--- config.mk ---
export PLATFORM = sky130hd
export DESIGN_NAME = warp_reg_xlate
export DESIGN_NICKNAME = d
export VERILOG_FILES = /design/src/rtl/wrx_pkg.sv /design/src/rtl/wrx_table.sv /design/src/rtl/wrx_lookup.sv /design/src/rtl/warp_reg_xlate.sv
export SDC_FILE = /design/constraint.sdc
export NUM_CORES = 1
export LEC_CHECK = 0
export BUFFER_PORTS_ARGS = -buffer_cell sky130_fd_sc_hd__buf_4
export CORE_ASPECT_RATIO = 1.5
export CORE_MARGIN = 10
export CORE_UTILIZATION = 60
export CTS_BUF_LIST = sky130_fd_sc_hd__clkbuf_16
export CTS_CLUSTER_DIAMETER = 120
export CTS_CLUSTER_SIZE = 14
export DETAILED_ROUTE_END_ITERATION = 16
export PLACE_DENSITY = 0.77
export SLEW_MARGIN = 15
export SYNTH_ARGS = -nofsm -noshare
export SYNTH_HDL_FRONTEND = slang
export SYNTH_SLANG_ARGS = --single-unit
--- constraint.sdc ---
create_clock -name clk -period 7.4 [get_ports clk]
set_input_delay 0.37 -clock clk [delete_from_list [all_inputs] [get_ports clk]]
set_output_delay 0.37 -clock clk [all_outputs]
set_load 0.005 [all_outputs]
--- src/rtl/wrx_pkg.sv ---
`timescale 1ns/1ps
package wrx_pkg;
    // Configuration of one partition's register file
    localparam int unsigned WARPS    = 16;
    localparam int unsigned LREG_W   = 8;
    localparam int unsigned PROW_W   = 9;
    localparam int unsigned GRAN_W   = 3;
    // Derived widths
    localparam int unsigned WID_W    = $clog2(WARPS);
    localparam int unsigned CHUNK_W  = PROW_W - GRAN_W;
    localparam int unsigned LCHUNK_W = LREG_W - GRAN_W;
    localparam int unsigned CHUNKS   = 1 << CHUNK_W;
    localparam logic [LREG_W-1:0] ZERO_REG = '1;

    typedef struct packed {
        logic               vld;
        logic [CHUNK_W-1:0] base;
        logic [CHUNK_W-1:0] cnt;
    } wtab_ent_t;

    typedef struct packed {
        logic              vld;
        logic [PROW_W-1:0] row;
        logic              zero;
        logic              fault;
    } xl_res_t;

    // True when a slice of cnt chunks starting at base stays inside the file
    function automatic logic span_fits(input logic [CHUNK_W-1:0] base,
                                       input logic [CHUNK_W-1:0] cnt);
        logic [CHUNK_W:0] sum;
        sum = {1'b0, base} + {1'b0, cnt};
        return sum <= (CHUNK_W+1)'(CHUNKS);
    endfunction
endpackage

--- src/rtl/wrx_table.sv ---
`timescale 1ns/1ps
module wrx_table
    import wrx_pkg::*;
#(
    parameter int unsigned N_ENT = WARPS,
    localparam int unsigned IW   = $clog2(N_ENT)
) (
    input  logic               clk,
    input  logic               rst_n,
    input  logic               ld_en,
    input  logic [IW-1:0]      ld_idx,
    input  logic [CHUNK_W-1:0] ld_base,
    input  logic [CHUNK_W-1:0] ld_cnt,
    input  logic               ret_en,
    input  logic [IW-1:0]      ret_idx,
    input  logic [IW-1:0]      rd_idx,
    output wtab_ent_t          rd_ent,
    output logic               ld_err
);
    typedef struct packed {
        wtab_ent_t [N_ENT-1:0] ent;
        logic                  err;
    } tab_state_t;

    tab_state_t s_d, s_q;
    logic       fits;

    assign fits = span_fits(ld_base, ld_cnt);

    always_comb begin
        s_d     = s_q;
        s_d.err = 1'b0;
        // Retire is applied first so a colliding load survives
        for (int i = 0; i < N_ENT; i++) begin
            if (ret_en && (ret_idx == IW'(i))) begin
                s_d.ent[i] = '0;
            end
            if (ld_en && fits && (ld_idx == IW'(i))) begin
                s_d.ent[i].vld  = 1'b1;
                s_d.ent[i].base = ld_base;
                s_d.ent[i].cnt  = ld_cnt;
            end
        end
        if (ld_en && !fits) begin
            s_d.err = 1'b1;
        end
    end

    always_ff @(posedge clk) begin
        if (!rst_n) begin
            s_q <= '0;
        end else begin
            s_q <= s_d;
        end
    end

    assign rd_ent = s_q.ent[rd_idx];
    assign ld_err = s_q.err;
endmodule

--- src/rtl/wrx_lookup.sv ---
`timescale 1ns/1ps
module wrx_lookup
    import wrx_pkg::*;
(
    input  logic              req,
    input  wtab_ent_t         ent,
    input  logic [LREG_W-1:0] lreg,
    output xl_res_t           res
);
    logic                is_zero;
    logic [LCHUNK_W-1:0] lchunk;
    logic                beyond;
    logic                fault;
    logic [CHUNK_W-1:0]  pchunk;

    always_comb begin
        is_zero = (lreg == ZERO_REG);
        lchunk  = lreg[LREG_W-1:GRAN_W];
        beyond  = !is_zero && (CHUNK_W'(lchunk) >= ent.cnt);
        fault   = !ent.vld || beyond;
        pchunk  = ent.base + CHUNK_W'(lchunk);
        res     = '0;
        if (req) begin
            res.vld   = 1'b1;
            res.zero  = is_zero;
            res.fault = fault;
            if (!fault && !is_zero) begin
                res.row = {pchunk, lreg[GRAN_W-1:0]};
            end
        end
    end
endmodule

--- src/rtl/warp_reg_xlate.sv ---
`timescale 1ns/1ps
module warp_reg_xlate
    import wrx_pkg::*;
(
    input  logic               clk,
    input  logic               rst_n,
    input  logic               ld_en,
    input  logic [WID_W-1:0]   ld_warp,
    input  logic [CHUNK_W-1:0] ld_base,
    input  logic [CHUNK_W-1:0] ld_count,
    input  logic               ret_en,
    input  logic [WID_W-1:0]   ret_warp,
    output logic               ld_err,
    input  logic               acc_valid,
    input  logic [WID_W-1:0]   acc_warp,
    input  logic [LREG_W-1:0]  acc_reg,
    output logic               xl_valid,
    output logic [PROW_W-1:0]  xl_row,
    output logic               xl_zero,
    output logic               xl_fault
);
    wtab_ent_t cur_ent;
    xl_res_t   res_d, res_q;

    wrx_table #(.N_ENT(WARPS)) i_table (
        .clk     (clk),
        .rst_n   (rst_n),
        .ld_en   (ld_en),
        .ld_idx  (ld_warp),
        .ld_base (ld_base),
        .ld_cnt  (ld_count),
        .ret_en  (ret_en),
        .ret_idx (ret_warp),
        .rd_idx  (acc_warp),
        .rd_ent  (cur_ent),
        .ld_err  (ld_err)
    );

    wrx_lookup i_lookup (
        .req  (acc_valid),
        .ent  (cur_ent),
        .lreg (acc_reg),
        .res  (res_d)
    );

    always_ff @(posedge clk) begin
        if (!rst_n) begin
            res_q <= '0;
        end else begin
            res_q <= res_d;
        end
    end

    assign xl_valid = res_q.vld;
    assign xl_row   = res_q.row;
    assign xl_zero  = res_q.zero;
    assign xl_fault = res_q.fault;
endmodule

==> results.cfg <==
[outcome]
run_status = finished, final reports clean

[placement]
dpl_cell_area_um2 = 10000
dp_hpwl_um = 20700
io_buffers = 49
place.gp.congestion = 0.922
pre_cts_ws_ns = 3.61

[cells_and_area]
drive_gt1_frac = 0.185
n_antenna_cell = 0
design_area_um2 = 10500
multiInputGateArea_um2 = 4720
n_fill_cell = 1154
layout_commonest_cell = dfxtp_1
seqCellArea_um2 = 4420
nets = 910
area_delta_synth_final_pct = 10.0
final_cell_mix = dfxtp_1, o2bb2ai_1, buf_4

[timing]
finalClockSkew_ns = 0.0142
rsz0062_at_grt = no
slew_violations = 0
max_freq_mhz = 303
setup-violations-final = 0
tightestPinTransition_ns = 1.16
period_share = 0.445
max_slew_margin = 0.229
fin_crit_ns = 3.30
fin_ws_ns = 4.10
hold_viol_final = 0
setup_tns_ns = 0

[yosys]
syn_avg_cell_area_um2 = 11.4
yosysUniqueCellTypes = 52
synthCells = 837
syn-cell-area_um2 = 9550
yosysTopAreaCell = dfxtp_1
synth_seq_area_share = 0.463
synth_top_area_share = 0.463
yosysWarnings = 0
synth-seq-cells = 221
synth_top_flop_cell = dfxtp_1
synth_area_leaders = dfxtp_1, mux4_2, o2bb2ai_1
synthArstFlopShare = 0
synth_edf_count = 0
synth_nets = 892

[pwr]
p_leak_nw = 3.71
comb_power_share = 0.101
p_sw_w = 0.000569
p_per_area_nw_per_um2 = 219
pwr-share-clk = 0.374
p_int_w = 0.00173
switching_share = 0.247
p_seq_frac = 0.525
peakVddDrop_mv = 0.173

[clock_tree]
cts.sinks = 221
cts_tree = done
post_cts_buffers = 0
clkLatencyLatePin_ns = 0.49
clockRootBuffer = clkbuf_16
cts_buffer_depth = 3
post_cts_resized = 0
holdBufCountCts = 0
htree_levels = 1
numCtsBuffers = 19
clkTransAtPathRegs_ns = 0.06

[critical_path]
worstPathRequired_ns = 7.81
cp_max_fo = 52
cp.arrival_ns = 3.71
critPathCaptureType = flip-flop
worst-setup-path-type = primary input to flip-flop
critPathLaunchType = primary input

[routing]
num_vias = 7522
wirelength_um = 29300
drt_first_pass_iters = 5
wl_per_cell_um = 27.7
avgViaCountPerCell = 7.11
drtAntennaViolNets = 0
drc = 0
drt_iter0_markers = 749

[global_routing]
antenna_found_initial = 0
gr-max-usage-layer = met2
grt_overflow = 0
use_met3 = 0.0392
grt.total_usage = 0.271
grt_pass1_wl_um = 45200
grt_util_met2 = 0.447
gr-usage-met1 = 0.310
grt_pass1_vias = 7941
grt_max_degree = 53

[floorplanning]
die_area_um2 = 21500
die_w_um = 123
core_area_um2 = 15600
io_pins = 50
rows = 56
start_util = 0.611
die_h_um = 175

[worst_hold_path]
hold_path.class = primary input to flip-flop

[flow_run]
maxCapViolCount = 0
[cells in the mapped netlist (15+ instances only)]
library cell / n
a22o_1: 55
buf_2: 24
clkbuf_1: 41
dfxtp_1: 221
ha_1: 16
inv_1: 30
mux4_2: 60
nand2_1: 61
nor2_1: 33
o21ai_0: 15
o2bb2ai_1: 130
[final timing paths]
kind	start	endpoint	slack [ns]	cells past startpoint
min reg2reg	i_table.s_q[26]$_SDFFE_PN0P_	i_table.s_q[26]$_SDFFE_PN0P_	0.45	2
max	acc_warp[0]	xl_row[5]$_SDFF_PN0_	4.10	10
min	acc_reg[0]	xl_row[0]$_SDFF_PN0_	0.12	3
max reg2reg	i_table.s_q[1]$_SDFFE_PN0P_	xl_row[5]$_SDFF_PN0_	4.55	9
[state kept, by name, summed over array words and instances (netlist names)]
signal	cells
i_table.s_q	208
xl_row	9
i_table.ld_err	1
xl_fault	1
xl_valid	1
xl_zero	1
[area by class of cell]
type,instances,area share
Multi-Input combinational cell,516,0.450
Timing Repair Buffer,67,0.0479
Clock buffer,19,0.0453
Inverter,30,0.0107
Tap cell,203,0.0242
Clock inverter,2,0.00131
Sequential cell,221,0.421
[stage by stage]
stage | std cells | utilization | power [W] | hold WS (ns)
after global routing | 1058 | 0.672 | 0.00237 | 0.131
after CTS | 1058 | 0.672 | 0.00230 | 0.120
final | 1058 | 0.672 | 0.00230 | 0.122
after global placement | 1037 | 0.640 | 0.00146 | 0.435
after detailed placement | 1037 | 0.640 | 0.00146 | 0.443
after floorplan | 837 | - | 0.00138 | 0.419
[critical path: stages]
cell      delay, ns
buf_4          0.75
mux4_2         0.60
mux4_2         0.47
ha_1           0.27
nand2b_1       0.15
a21o_1         0.18
a211o_1        0.29
a21oi_1        0.20
o211ai_2       0.21
nor2_1         0.17
[cell families after synthesis]
kind of cell / share of synthesized area
AO/OA/AOI/OAI: 0.236
flip-flops: 0.463
AND/OR/NAND/NOR: 0.0768
buffers and inverters: 0.0432
multiplexers: 0.151
adder cells (fa/ha/maj): 0.0252
XOR/XNOR: 0.00459
[per-layer routing]
| layer | vias up | share of wire |
|---|---|---|
| met2 | 436 | 0.49 |
| met1 | 3709 | 0.35 |
| met3 | 111 | 0.075 |
| met4 | 0 | 0.084 |
| met5 | - | 0 |
| li1 | 3266 | - |
[power by group through the flow]
stage	combinational (W)	sequential (W)	clock [W]
2_1_floorplan	0.000144	0.00123	0
3_3_place_gp	0.000221	0.00123	0
3_5_place_dp	0.000228	0.00124	0
4_1_cts	0.000228	0.00121	0.000867
5_1_grt	0.000246	0.00121	0.000913
6_report	0.000233	0.00121	0.000861
Note: power is estimated with default switching activity, not from simulation.
